[src/rtl/intr_aggregator.sv]
module intr_aggregator #(
  parameter int AW        = 12,
  parameter int NVEC      = 32,
  parameter int NINTX     = 4,
  parameter int INTX_LSB  = 24,
  parameter logic [AW-1:0] LMASK_OFS = 12'h180,
  parameter logic [AW-1:0] LSTAT_OFS = 12'h184,
  parameter logic [AW-1:0] HMASK_OFS = 12'h188,
  parameter logic [AW-1:0] HSTAT_OFS = 12'h18C,
  parameter logic [AW-1:0] MSG_OFS   = 12'h190,
  parameter logic [AW-1:0] VSTAT_OFS = 12'h194
) (
  input  logic          clk,
  input  logic          rst_n,
  input  logic [AW-1:0] reg_addr,
  input  logic          reg_we,
  input  logic [31:0]   reg_wdata,
  output logic [31:0]   reg_rdata,
  input  logic          db_valid,
  input  logic [AW-1:0] db_addr,
  input  logic [31:0]   db_data,
  input  logic [NINTX-1:0] intx_in,
  output logic          irq_out
);
  localparam int VW    = $clog2(NVEC);
  localparam int NLOC  = NINTX + 1;
  localparam int SUM_B = INTX_LSB + NINTX;

  logic [31:0]     lmask, hmask, hstat;
  logic [NLOC-1:0] lsrc;
  logic [NVEC-1:0] vstat;
  logic [31:0]     lword;
  logic            irq_q;

  wire db_ok = db_valid && (db_addr == MSG_OFS) && (db_data < NVEC);
  wire [NVEC-1:0] vec_set = db_ok ? (NVEC'(1) << db_data[VW-1:0]) : '0;
  wire [NLOC-1:0] loc_set = {db_ok, intx_in};

  wire wr_lmask = reg_we && reg_addr == LMASK_OFS;
  wire wr_lstat = reg_we && reg_addr == LSTAT_OFS;
  wire wr_hmask = reg_we && reg_addr == HMASK_OFS;
  wire wr_hstat = reg_we && reg_addr == HSTAT_OFS;
  wire wr_vstat = reg_we && reg_addr == VSTAT_OFS;

  wire [NLOC-1:0] loc_clr = wr_lstat ? reg_wdata[SUM_B:INTX_LSB] : '0;
  wire [NVEC-1:0] vec_clr = wr_vstat ? reg_wdata[NVEC-1:0] : '0;

  always_ff @(posedge clk) begin
    if (!rst_n) begin
      lmask <= '0;
      hmask <= '0;
      hstat <= '0;
      lsrc  <= '0;
      vstat <= '0;
      irq_q <= 1'b0;
    end else begin
      if (wr_lmask) lmask <= reg_wdata;
      if (wr_hmask) hmask <= reg_wdata;
      if (wr_hstat) hstat <= hstat & ~reg_wdata;
      lsrc  <= (lsrc & ~loc_clr) | loc_set;
      vstat <= (vstat & ~vec_clr) | vec_set;
      irq_q <= |(lword & lmask);
    end
  end

  always_comb begin
    lword = '0;
    lword[SUM_B:INTX_LSB] = lsrc;
  end

  always_comb begin
    case (reg_addr)
      LMASK_OFS: reg_rdata = lmask;
      LSTAT_OFS: reg_rdata = lword;
      HMASK_OFS: reg_rdata = hmask;
      HSTAT_OFS: reg_rdata = hstat;
      VSTAT_OFS: reg_rdata = 32'(vstat);
      default:   reg_rdata = '0;
    endcase
  end

  assign irq_out = irq_q;


  irq_follows_chk: assert property (@(posedge clk) disable iff (!rst_n)
    irq_out == $past(|(lword & lmask)));


  vec_latch_chk: assert property (@(posedge clk) disable iff (!rst_n)
    db_ok |=> vstat[$past(db_data[VW-1:0])] && lword[SUM_B]);


  db_ignore_chk: assert property (@(posedge clk) disable iff (!rst_n)
    (db_valid && !db_ok && !wr_vstat) |=> $stable(vstat));


  vec_clear_chk: assert property (@(posedge clk) disable iff (!rst_n)
    (wr_vstat && !db_valid) |=> (vstat & $past(reg_wdata[NVEC-1:0])) == '0);


  intx_wins_chk: assert property (@(posedge clk) disable iff (!rst_n)
    (intx_in[0] && wr_lstat && reg_wdata[INTX_LSB]) |=> lword[INTX_LSB]);
endmodule

[config.mk]
export PLATFORM = sky130hd
export DESIGN_NAME = intr_aggregator
export DESIGN_NICKNAME = d
export VERILOG_FILES = /design/src/rtl/intr_aggregator.sv
export SDC_FILE = /design/constraint.sdc
export NUM_CORES = 1
export LEC_CHECK = 0
export CORE_ASPECT_RATIO = 0.9
export CORE_MARGIN = 5
export CORE_UTILIZATION = 40
export DETAILED_ROUTE_END_ITERATION = 6
export PLACE_DENSITY_LB_ADDON = 0.12
export SYNTH_ARGS = -nofsm -noshare
export SYNTH_HDL_FRONTEND = slang
export SYNTH_SLANG_ARGS = --single-unit
[constraint.sdc]
create_clock -name clk -period 4.5 [get_ports clk]
set_clock_uncertainty 0.2 [all_clocks]
set_input_delay 1.125 -clock clk [delete_from_list [all_inputs] [get_ports clk]]
set_output_delay 1.125 -clock clk [all_outputs]
set_load 0.01 [all_outputs]
==> impl_metrics.prom <==
# TYPE chip_impl_metric gauge
chip_impl_info{name="status",value="finished, final reports clean"} 1
chip_impl_metric{name="register_area_share_after_synthesis",unit="%"} 43.0
chip_impl_info{name="rsz0062_at_grt",value="no"} 1
chip_impl_metric{name="pnr_total_power",unit="mW"} 2.87
chip_impl_metric{name="syn_area_cell",unit="µm²"} 8.02
chip_impl_metric{name="clkSlewWorstSetupHoldPaths",unit="ps"} 50
chip_impl_metric{name="drive_above_1_share",unit="%"} 10.8
chip_impl_metric{name="sequential_cell_area",unit="mm²"} 0.00268
chip_impl_metric{name="post_synth_edffs",unit=""} 0
chip_impl_info{name="yosys-top-cells-area",value="dfxtp_1, nand2_1, a21boi_0, mux2i_1, o21ai_0"} 1
chip_impl_metric{name="globalRouteTotalUtil",unit="%"} 21.8
chip_impl_metric{name="wirelength",unit="µm"} 19500
chip_impl_metric{name="htreeDepth",unit=""} 4
chip_impl_metric{name="power_per_cell_area",unit="mW/mm²"} 337
chip_impl_metric{name="via_count",unit=""} 6054
chip_impl_metric{name="top_level_ports",unit=""} 129
chip_impl_metric{name="worstPathMaxFanout",unit=""} 5
chip_impl_metric{name="floorplan.core_area",unit="mm²"} 0.0154
chip_impl_metric{name="cts.path.max_buffers",unit=""} 2
chip_impl_metric{name="synth.ff_latch_count",unit=""} 134
chip_impl_info{name="endpoint_class_of_the_critical_path",value="output pin"} 1
chip_impl_metric{name="cts.sink_count",unit=""} 134
chip_impl_metric{name="gp_congestion",unit=""} 0.760
chip_impl_metric{name="post-route-drc-count",unit=""} 0
chip_impl_metric{name="reg2reg_slack",unit="ps"} 3320
chip_impl_metric{name="worstMarginPinSlew",unit="ps"} 1140
chip_impl_metric{name="layout.core_utilization",unit="%"} 55.4
chip_impl_metric{name="nNetsFinal",unit=""} 1002
chip_impl_metric{name="first_global_vias",unit=""} 6211
chip_impl_info{name="synth.most_common_cell",value="nand2_1"} 1
chip_impl_metric{name="port-buffer-count",unit=""} 128
chip_impl_metric{name="initial_utilization",unit="%"} 40.5
chip_impl_metric{name="routed_wire_length_per_instance",unit="µm"} 17.4
chip_impl_metric{name="fmax",unit="GHz"} 0.227
chip_impl_info{name="cts_tree",value="done"} 1
chip_impl_metric{name="number_of_cell_rows",unit=""} 43
chip_impl_metric{name="multi_input_comb_area",unit="mm²"} 0.00332
chip_impl_metric{name="final_min_period_over_clock_period",unit="%"} 97.8
chip_impl_metric{name="grt_antenna_before_repair",unit=""} 0
chip_impl_metric{name="drv_slew",unit=""} 0
chip_impl_metric{name="vias_per_cell",unit=""} 5.41
chip_impl_metric{name="diodes_inserted",unit=""} 0
chip_impl_metric{name="syn_nets",unit=""} 874
chip_impl_metric{name="synth.cell_area",unit="mm²"} 0.00624
chip_impl_metric{name="detail-route-antenna-nets",unit=""} 0
chip_impl_metric{name="total_leakage_power",unit="nW"} 3.13
chip_impl_metric{name="detailedRoute.firstIterationViolations",unit=""} 397
chip_impl_metric{name="synth_cell_type_count",unit=""} 43
chip_impl_info{name="hp-class",value="reg -> reg"} 1
chip_impl_info{name="most_area_hungry_cell_type_in_the_yosys_netlist",value="dfxtp_1"} 1
chip_impl_metric{name="area_growth_syn_to_layout",unit="%"} 36.6
chip_impl_metric{name="cp_data_arrival_time",unit="ps"} 3080
chip_impl_info{name="clockRootBuffer",value="clkbuf_16"} 1
chip_impl_metric{name="synth_top_area_share",unit="%"} 43.0
chip_impl_metric{name="timing.max_cap.violations",unit=""} 0
chip_impl_metric{name="syn-instance-count",unit=""} 778
chip_impl_metric{name="timing.critical_path.required",unit="ps"} 3170
chip_impl_metric{name="die-height",unit="µm"} 128
chip_impl_metric{name="synthArstFlopShare",unit="%"} 0
chip_impl_metric{name="hold_vio_cnt_final",unit=""} 0
chip_impl_metric{name="floorplan.die_area",unit="mm²"} 0.0182
chip_impl_metric{name="place.detailed.instances",unit=""} 1080
chip_impl_metric{name="drt-pass1-iter-count",unit=""} 5
chip_impl_metric{name="hpwl",unit="µm"} 12800
chip_impl_metric{name="cts_buffers",unit=""} 17
chip_impl_metric{name="filler_cell_count",unit=""} 1427
chip_impl_info{name="timing_worst_setup_path_type",value="in -> out"} 1
chip_impl_metric{name="first_pass_grt_wire_length",unit="µm"} 31700
chip_impl_metric{name="clock_latency",unit="ps"} 420
chip_impl_metric{name="maxSlewHeadroom",unit="%"} 23.9
chip_impl_metric{name="grt_remaining_overflow",unit=""} 0
chip_impl_metric{name="finalCriticalPeriod",unit="ps"} 4400
chip_impl_info{name="start_kind",value="primary input"} 1
chip_impl_metric{name="report.final.setup_viol",unit=""} 0
chip_impl_metric{name="die_x",unit="µm"} 142
chip_impl_info{name="synth_top_flop_cell",value="dfxtp_1"} 1
chip_impl_metric{name="final_cell_count_no_fill",unit=""} 1120
chip_impl_metric{name="largest_net_degree_at_the_start_of_global_routing",unit=""} 91
chip_impl_info{name="ranking_of_synthesized_cells_by_instance_count",value="nand2_1, dfxtp_1, a21boi_0"} 1
chip_impl_metric{name="ir_drop",unit="µV"} 320
chip_impl_metric{name="synth-warning-count",unit=""} 0
-- through the flow --
step	worst slack (ps)	setup TNS [ps]	hold slack, ps	area (µm²)
after floorplan	486	0	212	6240
after global routing	4.19	0	247	8520
after CTS	76.4	0	233	8530
final	98.0	0	233	8520
after detailed placement	-481	-12600	224	7790
after global placement	-410	-11140	218	7790
-- cell usage in the layout (no fill, tap or decap), types with 4 or more instances in the layout --
cell type | synthesis | layout
a32o_1 | 4 | 4
and3b_1 | 4 | 4
mux2i_1 | 37 | 37
buf_2 | 5 | 14
nor2_1 | 4 | 4
clkbuf_16 | 0 | 17
dfxtp_1 | 134 | 134
o22ai_1 | 5 | 5
inv_1 | 4 | 4
nand2_1 | 255 | 255
buf_4 | 2 | 29
a22o_1 | 27 | 27
nor4_1 | 9 | 9
o21ai_0 | 57 | 57
bufinv_16 | 0 | 4
a21boi_0 | 66 | 66
a31oi_1 | 4 | 4
nor3b_1 | 5 | 5
clkbuf_8 | 0 | 4
buf_12 | 0 | 6
dlygate4sd2_1 | 0 | 14
a21o_1 | 32 | 32
clkdlybuf4s15_2 | 0 | 8
clkdlybuf4s50_1 | 0 | 88
nand4_1 | 4 | 4
a21oi_1 | 33 | 33
o21ai_1 | 5 | 5
-- sequential cells by signal, summed over array words and instances (netlist names) --
register and cells:
hmask 32, hstat 32, lmask 32, vstat 32
lsrc 5, irq_out 1
-- path summary, 6_finish.rpt --
path | startpoint | endpoint | cells past startpoint
setup / recovery | reg_addr[0] | reg_rdata[10] | 9
hold / removal | hstat[29] | hstat[29] | 2
setup reg to reg | lsrc[1] | irq_out | 2
hold reg to reg | hstat[29] | hstat[29] | 2
-- critical path: stages --
cell and delay [ps]:
dlygate4sd2_1 240, or4_4 550, nor3_4 150, buf_6 120, nor3b_4 200, buf_12 160
buf_8 120, a22o_1 150, clkdlybuf4s15_1 250
-- power by group --
part | switching (mW) | internal, mW | total, mW | leakage [nW]
clock network | 0.501 | 0.981 | 1.48 | 0.305
registers | 0.00212 | 1.19 | 1.19 | 1.08
logic | 0.0921 | 0.107 | 0.199 | 1.74
-- layer usage --
| metal | global-route usage, % | vias up | part of all wire, % | wire (µm) |
|---|---|---|---|---|
| met5 | 0 | - | 0 | 0 |
| met3 | 5.02 | 24 | 5.2 | 1000 |
| met4 | 6.55 | 0 | 1.4 | 276 |
| met2 | 37.3 | 196 | 49 | 9460 |
| li1 | - | 2950 | - | - |
| met1 | 27.5 | 2884 | 45 | 8720 |
-- kinds of logic after synthesis --
group,share of synthesized area (%)
AND/OR/NAND/NOR,21.8
flip-flops,43.0
buffers and inverters,3.95
multiplexers,5.94
AO/OA/AOI/OAI,25.3
-- area by class of cell --
class	instances	area share, %
Sequential cell	134	31.5
Multi-Input combinational cell	582	39.0
Tap cell	202	2.97
Clock buffer	23	5.73
Timing Repair Buffer	167	19.0
Inverter	4	0.176
Clock inverter	8	1.70
-- timing repair --
action / 4_1_cts / 5_1_grt
setup buffers: 7 / 0
setup endpoints to repair: 32 / 4
hold buffers: 0 / 0
pin swaps: 2 / 1
gates resized for setup: 112 / 1
endpoints found under the hold margin: 0 / 0
gates cloned: 3 / 0
Power figures use the tool's default switching activity.
